[config.mk]
export PLATFORM = sky130hd
export DESIGN_NAME = evring_producer
export DESIGN_NICKNAME = d
export VERILOG_FILES = /design/src/rtl/evring_pkg.sv /design/src/rtl/evring_ctrl.sv /design/src/rtl/evring_datapath.sv /design/src/rtl/evring_producer.sv
export SDC_FILE = /design/constraint.sdc
export NUM_CORES = 1
export LEC_CHECK = 0
export BUFFER_PORTS_ARGS = -buffer_cell sky130_fd_sc_hd__buf_2
export CORE_AREA = 2 2 256 258
export DETAILED_ROUTE_END_ITERATION = 10
export DIE_AREA = 0 0 258 260
export PLACE_DENSITY_LB_ADDON = 0.12
export SYNTH_ARGS = -nofsm -noshare
export SYNTH_HDL_FRONTEND = slang
export SYNTH_SLANG_ARGS = --single-unit
[constraint.sdc]
create_clock -name clk -period 10.3 [get_ports clk]
set_clock_uncertainty 0.05 [all_clocks]
set_input_delay 1.545 -clock clk [delete_from_list [all_inputs] [get_ports clk]]
set_output_delay 1.545 -clock clk [all_outputs]
set_load 0.01 [all_outputs]
[src/rtl/evring_pkg.sv]
package evring_pkg;

  localparam int WORD_W  = 32;
  localparam int PARAM_W = 64;
  localparam int TYPE_W  = 6;
  localparam int CODE_W  = 8;

  localparam logic [CODE_W-1:0] CODE_RING_FULL = 8'd21;
  localparam logic [TYPE_W-1:0] TYPE_CTRL_EVT  = 6'd37;

  // Strobes from the sequencer to the datapath
  typedef struct packed {
    logic       loadReq;   // capture the request fields
    logic       loadFull;  // capture a ring-full record and arm the stall
    logic       wrEn;      // a write beat is on the port
    logic [1:0] wordSel;   // which 32-bit word of the record
    logic       advance;   // move the enqueue position by one record
    logic       clearPos;  // return to the start position
  } ctrlStrobes_t;

  function automatic logic [WORD_W-1:0] packFlags(input logic [CODE_W-1:0] code,
                                                  input logic [TYPE_W-1:0] kind,
                                                  input logic cyc);
    return {code, 8'h00, kind, 9'h000, cyc};
  endfunction

endpackage

[src/rtl/evring_ctrl.sv]
module evring_ctrl
  import evring_pkg::*;
(
  input  logic         clk,
  input  logic         rstN,
  input  logic         ringEnable,
  input  logic         evValid,
  input  logic         ringFull,
  input  logic         stalled,
  output logic         evReady,
  output logic         evPosted,
  output ctrlStrobes_t ctl
);

  typedef enum logic {S_IDLE, S_WRITE} state_t;

  state_t     state;
  logic [1:0] beat;
  logic       postedQ;
  logic       idle;

  assign idle     = (state == S_IDLE);
  assign evReady  = ringEnable && idle && !stalled && !ringFull;
  assign evPosted = postedQ;

  always_comb begin
    ctl          = '0;
    ctl.loadReq  = evValid && evReady;
    ctl.loadFull = ringEnable && idle && !stalled && ringFull && evValid;
    ctl.wrEn     = ringEnable && !idle;
    ctl.wordSel  = beat;
    ctl.advance  = ringEnable && !idle && (beat == 2'd3);
    ctl.clearPos = !ringEnable;
  end

  always_ff @(posedge clk) begin
    if (!rstN || !ringEnable) begin
      state   <= S_IDLE;
      beat    <= 2'd0;
      postedQ <= 1'b0;
    end else begin
      postedQ <= ctl.advance;
      unique case (state)
        S_IDLE: begin
          if (ctl.loadReq || ctl.loadFull) begin
            state <= S_WRITE;
            beat  <= 2'd0;
          end
        end
        S_WRITE: begin
          beat <= beat + 2'd1;
          if (beat == 2'd3) state <= S_IDLE;
        end
        default: state <= S_IDLE;
      endcase
    end
  end

endmodule

[src/rtl/evring_datapath.sv]
module evring_datapath
  import evring_pkg::*;
#(
  parameter int ADDR_W    = 64,
  parameter int SEGS      = 4,
  parameter int SIZE_W    = 16,
  parameter int SEG_IDX_W = 2
)(
  input  logic                             clk,
  input  logic                             rstN,
  input  ctrlStrobes_t                     ctl,
  input  logic [TYPE_W-1:0]                evType,
  input  logic [CODE_W-1:0]                evCode,
  input  logic [PARAM_W-1:0]               evParam,
  input  logic [WORD_W-1:0]                evLen,
  input  logic [SEGS-1:0][ADDR_W-1:0]      segBase,
  input  logic [SEGS-1:0][SIZE_W-1:0]      segSize,
  input  logic [SEG_IDX_W:0]               segCount,
  input  logic [ADDR_W-1:0]                deqPtr,
  output logic                             ringFull,
  output logic                             stalled,
  output logic                             wrValid,
  output logic [ADDR_W-1:0]                wrAddr,
  output logic [WORD_W-1:0]                wrData,
  output logic [ADDR_W-1:0]                enqAddr,
  output logic [SEG_IDX_W-1:0]             enqSeg,
  output logic                             enqCycle
);

  localparam int CMP_W = ADDR_W - 4;

  // Enqueue position
  logic [SEG_IDX_W-1:0] seg, nxtSeg;
  logic [SIZE_W-1:0]    off, nxtOff;
  logic                 cyc;
  logic                 lastInSeg, lastSeg, wrapRing;
  logic [ADDR_W-1:0]    nxtAddr;

  // Captured record
  logic [PARAM_W-1:0]   recParam;
  logic [WORD_W-1:0]    recLen;
  logic [TYPE_W-1:0]    recType;
  logic [CODE_W-1:0]    recCode;

  // Stall tracking
  logic [CMP_W-1:0]     stallDeq;
  logic [CMP_W-1:0]     deqAddr;
  logic                 unusedDeqLow;

  assign deqAddr      = deqPtr[ADDR_W-1:4];
  assign unusedDeqLow = ^deqPtr[3:0];

  assign lastInSeg = (off == segSize[seg] - SIZE_W'(1));
  assign lastSeg   = ({1'b0, seg} == segCount - (SEG_IDX_W+1)'(1));
  assign wrapRing  = lastInSeg && lastSeg;

  always_comb begin
    nxtSeg = seg;
    nxtOff = off + SIZE_W'(1);
    if (lastInSeg) begin
      nxtOff = '0;
      nxtSeg = lastSeg ? '0 : seg + SEG_IDX_W'(1);
    end
  end

  assign enqAddr  = segBase[seg] + ADDR_W'({off, 4'b0000});
  assign nxtAddr  = segBase[nxtSeg] + ADDR_W'({nxtOff, 4'b0000});
  assign ringFull = (nxtAddr[ADDR_W-1:4] == deqAddr);
  assign enqSeg   = seg;
  assign enqCycle = cyc;

  // Record word select
  logic [3:0][WORD_W-1:0] recWords;
  assign recWords[0] = recParam[WORD_W-1:0];
  assign recWords[1] = recParam[PARAM_W-1:WORD_W];
  assign recWords[2] = recLen;
  assign recWords[3] = packFlags(recCode, recType, cyc);

  assign wrValid = ctl.wrEn;
  assign wrData  = recWords[ctl.wordSel];
  assign wrAddr  = enqAddr + ADDR_W'({ctl.wordSel, 2'b00});

  always_ff @(posedge clk) begin
    if (!rstN) begin
      seg      <= '0;
      off      <= '0;
      cyc      <= 1'b1;
      stalled  <= 1'b0;
      stallDeq <= '0;
    end else if (ctl.clearPos) begin
      seg      <= '0;
      off      <= '0;
      cyc      <= 1'b1;
      stalled  <= 1'b0;
    end else begin
      if (ctl.advance) begin
        seg <= nxtSeg;
        off <= nxtOff;
        if (wrapRing) cyc <= ~cyc;
      end
      if (ctl.loadFull) begin
        stalled  <= 1'b1;
        stallDeq <= deqAddr;
      end else if (stalled && (deqAddr != stallDeq)) begin
        stalled <= 1'b0;
      end
    end
  end

  always_ff @(posedge clk) begin
    if (!rstN) begin
      recParam <= '0;
      recLen   <= '0;
      recType  <= '0;
      recCode  <= '0;
    end else if (ctl.loadFull) begin
      recParam <= '0;
      recLen   <= '0;
      recType  <= TYPE_CTRL_EVT;
      recCode  <= CODE_RING_FULL;
    end else if (ctl.loadReq) begin
      recParam <= evParam;
      recLen   <= evLen;
      recType  <= evType;
      recCode  <= evCode;
    end
  end

endmodule

[src/rtl/evring_producer.sv]
module evring_producer
  import evring_pkg::*;
#(
  parameter  int ADDR_W    = 64,
  parameter  int SEGS      = 4,
  parameter  int SIZE_W    = 16,
  localparam int SEG_IDX_W = (SEGS > 1) ? $clog2(SEGS) : 1
)(
  input  logic                        clk,
  input  logic                        rstN,
  input  logic                        ringEnable,
  input  logic                        evValid,
  output logic                        evReady,
  input  logic [5:0]                  evType,
  input  logic [7:0]                  evCode,
  input  logic [63:0]                 evParam,
  input  logic [31:0]                 evLen,
  input  logic [SEGS-1:0][ADDR_W-1:0] segBase,
  input  logic [SEGS-1:0][SIZE_W-1:0] segSize,
  input  logic [SEG_IDX_W:0]          segCount,
  input  logic [ADDR_W-1:0]           deqPtr,
  output logic                        wrValid,
  output logic [ADDR_W-1:0]           wrAddr,
  output logic [31:0]                 wrData,
  output logic [ADDR_W-1:0]           enqAddr,
  output logic [SEG_IDX_W-1:0]        enqSeg,
  output logic                        enqCycle,
  output logic                        evPosted
);

  ctrlStrobes_t ctl;
  logic         ringFull;
  logic         stalled;

  evring_ctrl u_ctrl (
    .clk        (clk),
    .rstN       (rstN),
    .ringEnable (ringEnable),
    .evValid    (evValid),
    .ringFull   (ringFull),
    .stalled    (stalled),
    .evReady    (evReady),
    .evPosted   (evPosted),
    .ctl        (ctl)
  );

  evring_datapath #(
    .ADDR_W    (ADDR_W),
    .SEGS      (SEGS),
    .SIZE_W    (SIZE_W),
    .SEG_IDX_W (SEG_IDX_W)
  ) u_datapath (
    .clk      (clk),
    .rstN     (rstN),
    .ctl      (ctl),
    .evType   (evType),
    .evCode   (evCode),
    .evParam  (evParam),
    .evLen    (evLen),
    .segBase  (segBase),
    .segSize  (segSize),
    .segCount (segCount),
    .deqPtr   (deqPtr),
    .ringFull (ringFull),
    .stalled  (stalled),
    .wrValid  (wrValid),
    .wrAddr   (wrAddr),
    .wrData   (wrData),
    .enqAddr  (enqAddr),
    .enqSeg   (enqSeg),
    .enqCycle (enqCycle)
  );

endmodule

* Word level (Yosys, flattened, before mapping) *
Cells that the tools add are included.

storage, ports and cells
  register bits = 194
  bits of input ports = 501
  output and inout port bits = 166
  word-level logic and storage cells = 78

cells by class
  order comparisons = 3
  eq/ne operators = 6
  reductions and logical operators = 22
  add/subtract/negate cells = 8
  bitwise operators = 3
  mux-type cells = 22

operator list
  kind                                                                           count
  64-bit binary-select mux with 2-bit select                                     2
  64-bit by 20-bit adder with 64-bit output                                      2
  64-bit two-way mux                                                             2
  64-bit by 4-bit adder with 64-bit output                                       1
  32-bit binary-select mux with 2-bit select                                     1
  60-bit equality test                                                           1
  60-bit != test                                                                 1
  16-bit binary-select mux with 2-bit select                                     1
  16-bit two-way mux                                                             2
  32-bit two-way mux                                                             1
  16-bit by 1-bit adder with 16-bit output (second input constant)               1
  16-bit equality test                                                           1
  16-bit by 1-bit subtractor with 16-bit output (second input constant)          1
  6-bit two-way mux                                                              2
  1-bit logical AND                                                              10
  5-bit two-way mux                                                              2
  2-bit by 3-bit less-than comparator with 1-bit output (second input constant)  3
  2-bit two-way mux                                                              3
  2-bit AND reduction                                                            3
  2-bit by 1-bit adder with 2-bit output (second input constant)                 2
  1-bit zero test                                                                4
  1-bit two-way mux                                                              4
  2-bit case mux with 2 select lines                                             1
  2-bit nonzero test                                                             2
  8 further kinds                                                                11

* Logic depth before layout (Yosys ltp) *
  word-level depth = 15
  depth in mapped cells = 41
  depth with buffers taken out = 33

* Modules after synthesis *
From an unflattened synthesis, not the netlist that was laid out.

unflattened totals
  cells, all modules = 2646
  area total of the unflattened synthesis = 20798.7 um2

modules (own cells, without submodules)
  module           area an instance (um2)  seq. area each (um2)  instances  cells each
  evring_datapath  20576.0                 3803.6                1          2623
  evring_ctrl      222.7                   80.1                  1          23

* Worst setup path after synthesis *
Ideal clock, no wire load.

  path kind = flip-flop to output port
  from = register u_datapath.seg[0], in the netlist u_datapath.enqSeg[0]
  to = output wrAddr[63]
  data required time = 8.705 ns
  slack = -0.635 ns
  buffers on the path = 11
  cell stages (with the launch flop) = 32
  arrival time = 9.340 ns
  path through = dfxtp_1 -> buf_6 -> buf_6 -> buf_2 -> buf_1 -> clkbuf_1 -> clkbuf_1 -> buf_1 -> buf_1 -> buf_1 -> clkbuf_1 -> buf_1 -> mux4_2 -> ha_1 -> fa_1 -> a21o_1 -> a21oi_1 -> o21bai_1 -> a21oi_1 -> o21bai_1 -> a21oi_1 -> o21bai_1 -> a21oi_1 -> o21ai_0 -> xnor2_1 -> a221oi_1 -> a211o_1 -> nor3_1 -> nand3_1 -> nor3_1 -> nand4_1 -> xnor2_1

between the ends
  word-level cells in the longest chain between the ends = 4

RTL lines
  what                                        line                   RTL
  from (decl)                                 evring_datapath.sv:33  logic [SEG_IDX_W-1:0] seg, nxtSeg;
  from (signal assigned)                      evring_datapath.sv:97  seg <= nxtSeg;
  64-bit binary-select mux with 2-bit select  evring_datapath.sv:66  assign enqAddr = segBase[seg] + ADDR_W'({off, 4'b0000});
  64-bit two-way mux (not written as such)    evring_datapath.sv:66
  64-bit by 20-bit adder with 64-bit output   evring_datapath.sv:66
  net enqAddr[18]                             evring_producer.sv:25  output logic [ADDR_W-1:0] enqAddr,
  64-bit by 4-bit adder with 64-bit output    evring_datapath.sv:81  assign wrAddr = enqAddr + ADDR_W'({ctl.wordSel, 2'b00});
  to (decl)                                   evring_producer.sv:23  output logic [ADDR_W-1:0] wrAddr,

The timed path passes the listed nets, and every way through them passes these cells. The select of a mux whose other input is x is not followed.

* Worst setup path in the final report *
  from = input segSize[50] (netlist bit)
  to = output evReady

between the ends
  word-level cells in the longest chain between the ends = 11
  elaborated cells on any way between the ends = 12
  those cells by class = add/sub (2); eq/ne (2); mux (6); reduce/logical (2)

RTL lines
  what                                             line                   RTL
  from (decl)                                      evring_producer.sv:19  input logic [SEGS-1:0][SIZE_W-1:0] segSize,
  16-bit binary-select mux with 2-bit select *     evring_datapath.sv:53  assign lastInSeg = (off == segSize[seg] - SIZE_W'(1));
  16-bit two-way mux (not written as such) *       evring_datapath.sv:53
  16-bit by 1-bit subtractor with 16-bit output *  evring_datapath.sv:53
  16-bit equality test *                           evring_datapath.sv:53
  2-bit two-way mux                                evring_datapath.sv:60  if (lastInSeg) begin
  64-bit binary-select mux with 2-bit select       evring_datapath.sv:67  assign nxtAddr = segBase[nxtSeg] + ADDR_W'({nxtOff, 4'b0000});
  64-bit two-way mux (not written as such)         evring_datapath.sv:67
  64-bit by 20-bit adder with 64-bit output *      evring_datapath.sv:67
  60-bit equality test *                           evring_datapath.sv:68  assign ringFull = (nxtAddr[ADDR_W-1:4] == deqAddr);
  1-bit zero test *                                evring_ctrl.sv:23      assign evReady = ringEnable && idle && !stalled && !ringFull;
  1-bit logical AND *                              evring_ctrl.sv:23
  to (decl)                                        evring_producer.sv:13  output logic evReady,

Every way passes the cells marked *; elsewhere a longest branch is shown, timed or not. The select of a mux whose other input is x is not followed.

==> impl_metrics.json <==
{
  "hold_depth": 2,
  "fmax_mhz": 97.1,
  "ios": 667,
  "grt_use_met2": 0.502,
  "syn_to_final_growth_pct": 33.0,
  "wl_um": 102000,
  "hpwl_um": 84400,
  "netlist_area_um2": 20200,
  "yosysUniqueCellTypes": 90,
  "root_buffer": "clkbuf_16",
  "syn_inst": 2531,
  "switchingPower_uw": 747,
  "setup_slack_ps": -2.20,
  "outcome": "complete, but fails checks",
  "clock-sinks": 194,
  "ys_ff_latch": 194,
  "slew-limit-headroom": 0.242,
  "p_per_area_nw_per_um2": 79.3,
  "start_kind": "input pin",
  "slowest_delay_ps": 520,
  "gr-usage-met3": 0.0441,
  "grt_pass1_wl_um": 149000,
  "wl_per_cell_um": 24.6,
  "cp_slowest_cell": "mux4_2",
  "yosys_most_used_dff": "dfxtp_1",
  "r2r-end": "u_datapath.recParam[48]",
  "syn-num-nets": 3073,
  "busiest_layer": "met2",
  "seq_power_share": 0.367,
  "yosysWarnings": 0,
  "async_flop_share": 0,
  "fill_cells": 6691,
  "initial_utilization": 0.315,
  "min_from": "u_datapath.stallDeq[35]",
  "grt_pass1_vias": 22900,
  "holdPathEnd": "u_datapath.stallDeq[35]",
  "final_common_cell": "buf_2",
  "grt_max_degree": 105,
  "ys_seq_area_frac": 0.192,
  "rows": 93,
  "r2r_start": "u_datapath.enqSeg[0]",
  "drc": 0,
  "p_sw_frac": 0.351,
  "synth_edf_count": 0,
  "most-common-layout-cells": "buf_2, nand2_1, buf_4, xnor2_1, dfxtp_1",
  "worst-setup-path-type": "in2out",
  "nets": 3814,
  "die_x_um": 258,
  "portBuffers": 662,
  "combPwrFrac": 0.293,
  "violations": "setup timing",
  "hold_viol_final": 0,
  "fin_crit_ps": 10300,
  "yosysTopAreaCell": "dfxtp_1",
  "cp_max_fo": 7,
  "path_buf_inv": 13,
  "drive_above_1_share": 0.347,
  "core_area_um2": 64100,
  "critPathTopFamily": "simple AND/OR/NAND/NOR gates",
  "total_leakage_power_nw": 10.9,
  "cts.clk_slew.worst_paths_ps": 80,
  "antenna_found_initial": 26,
  "rsz0062_at_grt": "yes",
  "clockBufferDepth": 2,
  "die_area_um2": 67100,
  "grt_use_met1": 0.377,
  "p_clk_frac": 0.340,
  "hp-class": "reg2reg",
  "worst_path_most_repeated_cell": "buf_4",
  "grt_overflow_total": 0,
  "r2r_cells": 37,
  "via_count": 23400,
  "dp_slack_ps": -653,
  "firstDrtPassIters": 6,
  "detail-route-antenna-nets": 0,
  "fin_crit_sh": 1.00,
  "cts-htree-levels": 4,
  "p_int_mw": 1.38,
  "tightest_slew_ps": 1140,
  "finalPower_mw": 2.13,
  "vias_per_cell": 5.63,
  "arrival_ps": 8710,
  "grt_util_all_layers": 0.293,
  "synth_top_area_frac": 0.192,
  "dieHeight_um": 260,
  "clock_latency_ps": 460,
  "worstPathRequired_ps": 8710,
  "first_iter_violations": 2161,
  "ir_drop_mv": 0.128,
  "rrSetupSlack_ps": 1470,
  "cts_tree": "done",
  "final_max_slew_viol_count": 0,
  "setup_viol": 1,
  "endpoint_kind": "output pin",
  "drv_cap": 0,
  "synth_area_leaders": "dfxtp_1, mux4_2, xnor2_1, nand2_1, mux2i_1",
  "gp_congestion": 0.979,
  "syn_avg_cell_area_um2": 7.98,
  "cts_buffers": 17
}
## area by class of cell
type,count,area [µm²],share of cell area
flip-flops and latches,194,3890,0.145
multi-input cells,2086,15700,0.584
inverters,82,308,0.0115
well taps,855,1070,0.0398
clock buffers,17,425,0.0158
diodes,20,50.0,0.00186
repair buffers,891,5210,0.194
clock inverters,15,224,0.00833
## synth_stat cells, types with 12 or more instances
cell / number
dfxtp_1: 194
mux2i_1: 94
buf_1: 27
nor2b_1: 30
or2_2: 16
a211oi_1: 13
nor3_1: 78
o22ai_1: 41
and2_1: 32
or3_1: 23
o211ai_1: 17
ha_1: 38
nand4_1: 49
a21oi_1: 71
buf_2: 14
o21ai_0: 66
mux2_2: 15
buf_4: 14
clkbuf_1: 105
nand3_1: 136
nor3b_1: 12
inv_1: 82
o21ai_1: 52
and3_1: 42
nor2_1: 155
nor4_1: 42
a22o_1: 105
mux4_2: 93
xor2_1: 78
a21o_1: 21
nand2b_1: 26
a31oi_1: 36
xnor2_1: 196
nand2_1: 308
## timing repair
action,4_1_cts,5_1_grt
endpoints found under the hold margin,0,0
endpoints found under the setup margin,1,1
pin swaps,29,9
hold buffers,0,0
gates cloned,1,0
gates resized for setup,61,18
setup buffers,21,1
## tightest hold or removal path: stages (launching register included)
cell and delay (ps):
dfxtp_1 310, nand2_1 50, o21ai_1 50
## worst max path at each step
stage / startpoint / end / slack [ps] / depth (start not counted)
after floorplan: segSize[48] / evReady / 8 / 33
after global placement: segSize[49] / evReady / -520 / 36
after detailed placement: segSize[49] / evReady / -650 / 36
after CTS: segSize[49] / evReady / -20 / 35
after global routing: segSize[49] / evReady / -290 / 37
final: segSize[50] / evReady / -2 / 39
## per-stage QoR
step	area (µm²)	hold WS, ps	cells	util	setup TNS (ps)
detailed placement	25600	392	4086	0.399	-653
global placement	25600	389	4086	0.399	-524
global route	26900	425	4155	0.419	-294
finish	26900	401	4160	0.419	-2.20
floorplan	20300	378	2531	-	0
CTS	26700	404	4139	0.417	-20.4
## sequential cells by signal, indices dropped and copies added (netlist names), 2 cells and up
name and cells:
u_datapath.recCode 8, u_datapath.stallDeq 60, u_datapath.recType 6, u_datapath.recParam 64, u_datapath.enqSeg 2, u_datapath.recLen 32
u_ctrl.beat 2, u_datapath.off 16
## per-layer routing
metal	up-vias	part of all wire	routed length, µm
met3	137	0.059	6030
met4	6	0.030	3050
li1	10900	-	-
met5	-	0.00036	37
met1	11500	0.43	43800
met2	881	0.48	49500
## kinds of logic after synthesis
logic type                 count (synthesis)  synth area share
DFF                                      194             0.192
xor gates and xnor gates                 274             0.119
AOI/OAI and AO/OA                        560             0.197
buffers and inverters                    251            0.0535
and+or+nand+nor                         1007             0.252
adders and majority gates                 41            0.0265
muxes                                    204             0.160
## power groups by stage
stage	clock [mW]	sequential (mW)	combinational [mW]
after floorplan	0	0.797	0.298
after global placement	0	0.799	0.600
after detailed placement	0	0.800	0.607
after CTS	0.748	0.782	0.618
after global routing	0.777	0.785	0.666
final	0.724	0.783	0.624
Note: power is estimated with default switching activity, not from simulation.
